File: src/rtl/evt_pkg.sv
package evt_pkg;
  typedef enum logic [1:0] {
    ACC_NONE = 2'd0,
    ACC_SET  = 2'd1,
    ACC_CLR  = 2'd2
  } acc_kind_e;
endpackage

File: src/rtl/evt_rst_sync.sv
module evt_rst_sync (
  input  logic clk,
  input  logic rst_n,
  output logic rst_sync_n
);
  logic stage1_q;
  logic stage2_q;

  always_ff @(posedge clk or negedge rst_n) begin
    if (!rst_n) begin
      stage1_q <= 1'b0;
      stage2_q <= 1'b0;
    end else begin
      stage1_q <= 1'b1;
      stage2_q <= stage1_q;
    end
  end

  assign rst_sync_n = stage2_q;
endmodule

File: src/rtl/evt_addr_decode.sv
module evt_addr_decode
  import evt_pkg::*;
#(
  parameter int unsigned            ADDR_W   = 8,
  parameter logic [ADDR_W-1:0]      SET_ADDR = 8'h90,
  parameter logic [ADDR_W-1:0]      CLR_ADDR = 8'h94
) (
  input  logic [ADDR_W-1:0] addr,
  output acc_kind_e         kind
);
  always_comb begin
    if (addr == SET_ADDR)      kind = ACC_SET;
    else if (addr == CLR_ADDR) kind = ACC_CLR;
    else                       kind = ACC_NONE;
  end
endmodule

File: src/rtl/evt_edge_detect.sv
module evt_edge_detect #(
  parameter int unsigned N_CTX = 8
) (
  input  logic             clk,
  input  logic             rst_n,
  input  logic [N_CTX-1:0] req,
  output logic [N_CTX-1:0] rise
);
  logic [N_CTX-1:0] req_q;
  logic [N_CTX-1:0] req_d;

  always_comb begin
    req_d = req;
    rise  = req & ~req_q;
  end

  always_ff @(posedge clk or negedge rst_n) begin
    if (!rst_n) req_q <= '0;
    else        req_q <= req_d;
  end
endmodule

File: src/rtl/evt_store.sv
module evt_store #(
  parameter int unsigned N_CTX = 8
) (
  input  logic             clk,
  input  logic             rst_n,
  input  logic [N_CTX-1:0] rise,
  input  logic [N_CTX-1:0] set_hit,
  input  logic [N_CTX-1:0] clr_hit,
  output logic [N_CTX-1:0] evt
);
  for (genvar i = 0; i < N_CTX; i++) begin : g_bit
    logic bit_q;
    logic bit_d;
    logic bit_en;

    always_comb begin
      bit_en = rise[i] | set_hit[i] | clr_hit[i];
      bit_d  = rise[i] | set_hit[i];
    end

    always_ff @(posedge clk or negedge rst_n) begin
      if (!rst_n)      bit_q <= 1'b0;
      else if (bit_en) bit_q <= bit_d;
    end

    assign evt[i] = bit_q;
  end
endmodule

File: src/rtl/evt_read_port.sv
module evt_read_port
  import evt_pkg::*;
#(
  parameter int unsigned N_CTX  = 8,
  parameter int unsigned DATA_W = 32
) (
  input  logic              clk,
  input  logic              rst_n,
  input  logic              rd,
  input  acc_kind_e         kind,
  input  logic [N_CTX-1:0]  evt,
  input  logic [N_CTX-1:0]  mask,
  output logic [DATA_W-1:0] rdata
);
  localparam int unsigned PAD_W = DATA_W - N_CTX;

  logic [N_CTX-1:0]  view;
  logic [DATA_W-1:0] rdata_d;
  logic [DATA_W-1:0] rdata_q;

  always_comb begin
    unique case (kind)
      ACC_SET: view = evt;
      ACC_CLR: view = evt & mask;
      default: view = '0;
    endcase
    rdata_d = rd ? {{PAD_W{1'b0}}, view} : '0;
  end

  always_ff @(posedge clk or negedge rst_n) begin
    if (!rst_n) rdata_q <= '0;
    else        rdata_q <= rdata_d;
  end

  assign rdata = rdata_q;
endmodule

File: src/rtl/isotx_evt_reg.sv
module isotx_evt_reg
  import evt_pkg::*;
#(
  parameter int unsigned       N_CTX    = 8,
  parameter int unsigned       ADDR_W   = 8,
  parameter int unsigned       DATA_W   = 32,
  parameter logic [ADDR_W-1:0] SET_ADDR = 8'h90,
  parameter logic [ADDR_W-1:0] CLR_ADDR = 8'h94
) (
  input  logic              clk,
  input  logic              rst_n,
  input  logic [ADDR_W-1:0] bus_addr,
  input  logic              bus_wr,
  input  logic [DATA_W-1:0] bus_wdata,
  input  logic              bus_rd,
  output logic [DATA_W-1:0] bus_rdata,
  input  logic [N_CTX-1:0]  irq_req,
  input  logic [N_CTX-1:0]  ctx_mask,
  output logic              summary_irq
);
  logic             rst_sync_n;
  acc_kind_e        kind;
  logic [N_CTX-1:0] rise;
  logic [N_CTX-1:0] set_hit;
  logic [N_CTX-1:0] clr_hit;
  logic [N_CTX-1:0] evt_q;

  evt_rst_sync u_rst (
    .clk        (clk),
    .rst_n      (rst_n),
    .rst_sync_n (rst_sync_n)
  );

  evt_addr_decode #(
    .ADDR_W   (ADDR_W),
    .SET_ADDR (SET_ADDR),
    .CLR_ADDR (CLR_ADDR)
  ) u_dec (
    .addr (bus_addr),
    .kind (kind)
  );

  evt_edge_detect #(.N_CTX(N_CTX)) u_edge (
    .clk   (clk),
    .rst_n (rst_sync_n),
    .req   (irq_req),
    .rise  (rise)
  );

  always_comb begin
    set_hit = (bus_wr && kind == ACC_SET) ? bus_wdata[N_CTX-1:0] : '0;
    clr_hit = (bus_wr && kind == ACC_CLR) ? bus_wdata[N_CTX-1:0] : '0;
  end

  evt_store #(.N_CTX(N_CTX)) u_store (
    .clk     (clk),
    .rst_n   (rst_sync_n),
    .rise    (rise),
    .set_hit (set_hit),
    .clr_hit (clr_hit),
    .evt     (evt_q)
  );

  evt_read_port #(.N_CTX(N_CTX), .DATA_W(DATA_W)) u_rd (
    .clk   (clk),
    .rst_n (rst_sync_n),
    .rd    (bus_rd),
    .kind  (kind),
    .evt   (evt_q),
    .mask  (ctx_mask),
    .rdata (bus_rdata)
  );

  assign summary_irq = |(evt_q & ctx_mask);
endmodule

File: config.mk
export PLATFORM = sky130hd
export DESIGN_NAME = isotx_evt_reg
export DESIGN_NICKNAME = d
export VERILOG_FILES = /design/src/rtl/evt_pkg.sv /design/src/rtl/evt_rst_sync.sv /design/src/rtl/evt_addr_decode.sv /design/src/rtl/evt_edge_detect.sv /design/src/rtl/evt_store.sv /design/src/rtl/evt_read_port.sv /design/src/rtl/isotx_evt_reg.sv
export SDC_FILE = /design/constraint.sdc
export NUM_CORES = 1
export LEC_CHECK = 0
export ABC_AREA = 1
export CAP_MARGIN = 20
export CORE_MARGIN = 2
export CORE_UTILIZATION = 40
export DETAILED_ROUTE_END_ITERATION = 8
export HOLD_SLACK_MARGIN = 0.08
export PLACE_DENSITY = 0.95
export SLEW_MARGIN = 10
export SYNTH_ARGS = -nofsm -noshare
export SYNTH_HDL_FRONTEND = slang
export SYNTH_HIERARCHICAL = 1
export SYNTH_SLANG_ARGS = --single-unit
File: constraint.sdc
create_clock -name clk -period 1.3 [get_ports clk]
set_input_delay 0.13 -clock clk [delete_from_list [all_inputs] [get_ports clk]]
set_output_delay 0.13 -clock clk [all_outputs]
set_load 0.1 [all_outputs]
# Yosys cells after proc, flatten, opt, wreduce, memory -nomap -nowiden
# Cells that the tools add are included.
# totals
elab_cells	44
ff_bits	50
out_inout_bits	33
# op_classes
n_mux	6
eq_ne	4
n_reduce_logical	3
bitwise_logic	19
# ops
operator	n
2-to-1 mux 8 bit	3
bitwise AND 8 bit	2
equality test 8 bit (second input constant)	2
OR 1 bit	16
case mux 8 bit (2 select lines)	1
inverter 8 bit	1
OR reduction 8 bit	1
2-to-1 mux 2 bit	2
equality test 2 x 1 -> 1 bit (second input constant)	1
equality test 2 bit (second input constant)	1
logical AND 1 bit	2

# Logic depth before layout (Yosys ltp)
# logic_depth
ltp_word	8
ltp_mapped	11

# By module
# Netlist, hierarchy kept.
# modules_own_cells
module	cells_each	area_each_um2	seq_area_each_um2	n_inst
evt_read_port	65	559.3	200.2	1
evt_store	48	380.4	200.2	1
evt_edge_detect	24	280.3	200.2	1
isotx_evt_reg	43	172.7	0.0	1
evt_rst_sync	3	53.8	50.0	1
evt_addr_decode	12	50.0	0.0	1

# Worst setup path before layout
# No wires, ideal clock.
# synth_path
kind	flip-flop to output port
startpoint	reg u_store.g_bit[1].bit_q
endpoint	out summary_irq
required_time_ps	1170
n_path_buf	1
slack_ps	-34
arrival_time_ps	1204
stages_incl_launch_ff	6
path_cell_list	dfrtp_1 -> buf_4 -> nand2_1 -> nand2_1 -> nor2_1 -> nand2_1
# synth_via
elab_chain_cells	2
# synth_rtl
item	line	rtl
start: declaration	evt_store.sv:12	logic bit_q;
start signal: assignment	evt_store.sv:23	else if (bit_en) bit_q <= bit_d;
bitwise AND 8 bit	isotx_evt_reg.sv:74	assign summary_irq = |(evt_q & ctx_mask);
OR reduction 8 bit	isotx_evt_reg.sv:74	
end: declaration	isotx_evt_reg.sv:19	output logic summary_irq
# No other way between the ends.

# Worst setup path in the final report
# layout_path
startpoint	reg u_store.g_bit[3].bit_q
endpoint	out summary_irq
# layout_via
elab_chain_cells	2
# layout_rtl
item	line
start: declaration	evt_store.sv:12
start signal: assignment	evt_store.sv:23
bitwise AND 8 bit	isotx_evt_reg.sv:74
OR reduction 8 bit	isotx_evt_reg.sv:74
# No other way between the ends.

==> flow_metrics.env <==
export IMPL_synth_top_area_share_pct=43.48
export IMPL_avgSynthCellArea_um2=7.674
export IMPL_place_congestion=0.7513
export IMPL_crit_buf_inv=1
export IMPL_status="finished, violations left"
export IMPL_max_stage_delay_ps=390
export IMPL_cts_tree="done"
export IMPL_hold_viol_final=0
export IMPL_die_area_um2=4246
export IMPL_yosysWarnings=6
export IMPL_drt_first_pass_iters=4
export IMPL_min_period_over_period_pct=102.6
export IMPL_rows=22
export IMPL_tns_ps=-33.33
export IMPL_drc=0
export IMPL_switching_share_pct=34.36
export IMPL_viasPerCell=4.162
export IMPL_criticalPathCategory="flop to primary output"
export IMPL_antenna_cells=0
export IMPL_finClkSkew_ps=2.305
export IMPL_peakVddDrop_v=0.0007226
export IMPL_synth_commonest_cells="38 x nor2_1, 33 x buf_4, 33 x nand2_1, 29 x inv_1, 26 x dfrtp_1"
export IMPL_initial_core_util_pct=41.18
export IMPL_cp_common_cell="nand2_1"
export IMPL_antenna_found_initial=0
export IMPL_violations="setup timing"
export IMPL_portBuffers=44
export IMPL_path_cells="nand2_1 > nand2_1 > nor2_2 > nand2_2 > buf_12"
export IMPL_grt_overflow_total=0
export IMPL_seq_area_frac_synth_pct=43.48
export IMPL_synthCells=195
export IMPL_yosysTopAreaCell="dfrtp_1"
export IMPL_fin_hold_ws_ps=221.5
export IMPL_path_max_fanout=2
export IMPL_syn_cell_area_um2=1496
export IMPL_final_util_pct=59.64
export IMPL_drtIter0Drc=27
export IMPL_place_hpwl_mm=2.227
export IMPL_fill_cells=318
export IMPL_drt_total_wl_mm=3.191
export IMPL_grt_use_total_pct=16.20
export IMPL_ioPinCount=93
export IMPL_ys_types=15
export IMPL_yosysMostFrequentCell="nor2_1"
export IMPL_crit_family="flip-flops"
export IMPL_clk_latency_ps=270
export IMPL_grt_pass1_wl_mm=5.223
export IMPL_placed_area_um2=1927
export IMPL_p_sw_uw=634.2
export IMPL_power_density_nw_per_um2=851.8
export IMPL_drive_gt1_share_pct=23.46
export IMPL_cts_clk_slew_worst_paths_ps=80
export IMPL_numClockSinks=26
export IMPL_clock_power_share_pct=27.6
export IMPL_dieHeight_um=65.17
export IMPL_clk_path_buf_depth=2
export IMPL_htree_num_levels=1
export IMPL_max_cap_viol_count=0
export IMPL_cts_root_buf="clkbuf_8"
export IMPL_period_needed_ps=1333
export IMPL_slowest_stage="dfrtp_1"
export IMPL_r2r_start="u_store/g_bit[4].bit_q"
export IMPL_synth_edf_count=0
export IMPL_p_comb_share_pct=27.4
export IMPL_finalSetupViolations=1
export IMPL_startpoint="u_store/g_bit[3].bit_q"
export IMPL_dr_total_vias=1211
export IMPL_hp_class="flop to asynchronous set/reset pin"
export IMPL_place_ws_ps=-426.5
export IMPL_cp_end_kind="primary output"
export IMPL_area_delta_synth_final_pct=44.82
export IMPL_ys_async_sr_fraction_pct=100.0
export IMPL_worstSetupStartpointType="flop"
export IMPL_fmax_mhz=750.0
export IMPL_fin_nets=306
export IMPL_rsz0062_at_grt="yes"
export IMPL_ys_flop_type="dfrtp_1"
export IMPL_grt_pass1_vias=1221
export IMPL_slew_viol_final=0
export IMPL_fin_ws_ps=-33.33
export IMPL_core_region_area_um2=3633
export IMPL_die_w_um=65.17
export IMPL_final_antenna_net_count=0
export IMPL_final_area_um2=2167
export IMPL_arrival_ps=1200
export IMPL_synth_area_leaders="dfrtp_1 43%, buf_4 17%, nor2_1 9.5%, nand2_1 8.3%, inv_1 7.3%"
export IMPL_power_leakage_uw=0.001079
export IMPL_synth_seq_cells=26
export IMPL_required_ps=1170
export IMPL_p_int_uw=1212
export IMPL_wl_per_cell_um=10.97
export IMPL_grt_max_degree=25
export IMPL_seq_power_share_pct=45.1
export IMPL_numCtsBuffers=3
## worst paths after layout
kind	to	slack, ps	cells after the start
worst min register to register	u_store/g_bit[7].bit_q	220	1
worst max-delay path	summary_irq	-30	5
worst min-delay path	u_store/g_bit[7].bit_q	220	1
min in group clk	u_edge/req_q[7]	320	1
worst max register to register	u_rd/rdata[4]	520	3
max in group asynchronous	u_rst/rst_sync_n	620	2
## cell usage in the layout (no fill, tap or decap)
master	instances
nand2_1	30
buf_12	9
conb_1	25
clkinv_4	1
a21oi_1	8
nand3_4	1
dlygate4sd2_1	1
nand3_1	7
nor2_4	2
dlygate4sd3_1	1
clkdlybuf4s50_1	27
nand2_2	2
nor2_2	19
clkbuf_8	4
nand2_4	2
ha_4	2
buf_6	1
nand3_2	1
inv_1	26
inv_2	3
buf_4	10
dfrtp_1	26
dlymetal6s2s_1	7
nor2_1	28
## flip-flops by register name (all words and copies together) (netlist names)
signal,cells
u_rst/stage1_q,1
u_edge/req_q,8
u_rd/rdata,8
u_store/g_bit.bit_q,8
u_rst/rst_sync_n,1
## worst reg2reg max path: stages, from the launching register on
cell	delay, ps
dfrtp_1	400
buf_4	160
nand3_2	70
nor2_1	50
## metrics by stage
step | total power, µW | std cells
finish | 1846 | 291
global route | 1928 | 291
global placement | 1331 | 277
CTS | 1861 | 291
detailed placement | 1338 | 277
floorplan | 1266 | 218
## kinds of logic (layout without fill, tap and decap cells)
family / count (synthesis) / in the layout / share of synthesized area (%)
fa+ha+maj: 2 / 2 / 1.672
simple gates: 92 / 92 / 26.17
compound gates: 8 / 8 / 2.676
other cells: 2 / 25 / 0.5019
buf+inv: 65 / 90 / 25.50
flops: 26 / 26 / 43.48
## power groups by stage
stage | registers, µW | clock network [µW] | logic, µW
after global placement | 847 | 0 | 484
after detailed placement | 848 | 0 | 490
after global routing | 834 | 562 | 532
after floorplan | 857 | 0 | 409
after CTS | 832 | 527 | 502
final | 832 | 509 | 505
## cell type report
class,count,area [µm²],share of cell area (%)
clock buffers,4,55.05,2.540
well taps,48,60.06,2.771
multi-input cells,127,640.6,29.56
repair buffers,56,643.1,29.68
inverters,30,117.6,5.427
flip-flops and latches,26,650.6,30.02
## per-layer routing
metal,track usage (%),vias up,wire [µm]
met3,5.822,8,219
met5,0,-,0
met1,18.26,543,1247
met2,27.93,50,1676
met4,6.250,0,47
li1,-,610,-
## repair_timing
item / 4_1_cts / 5_1_grt
setup buffers: 9 / 0
pin swaps: 16 / 13
hold buffers: 1 / 0
resized for setup: 18 / 15
endpoints found under the hold margin: 2 / 0
setup endpoints to repair: 17 / 17
gates cloned: 0 / 0
Note: power is estimated with default switching activity, not from simulation.
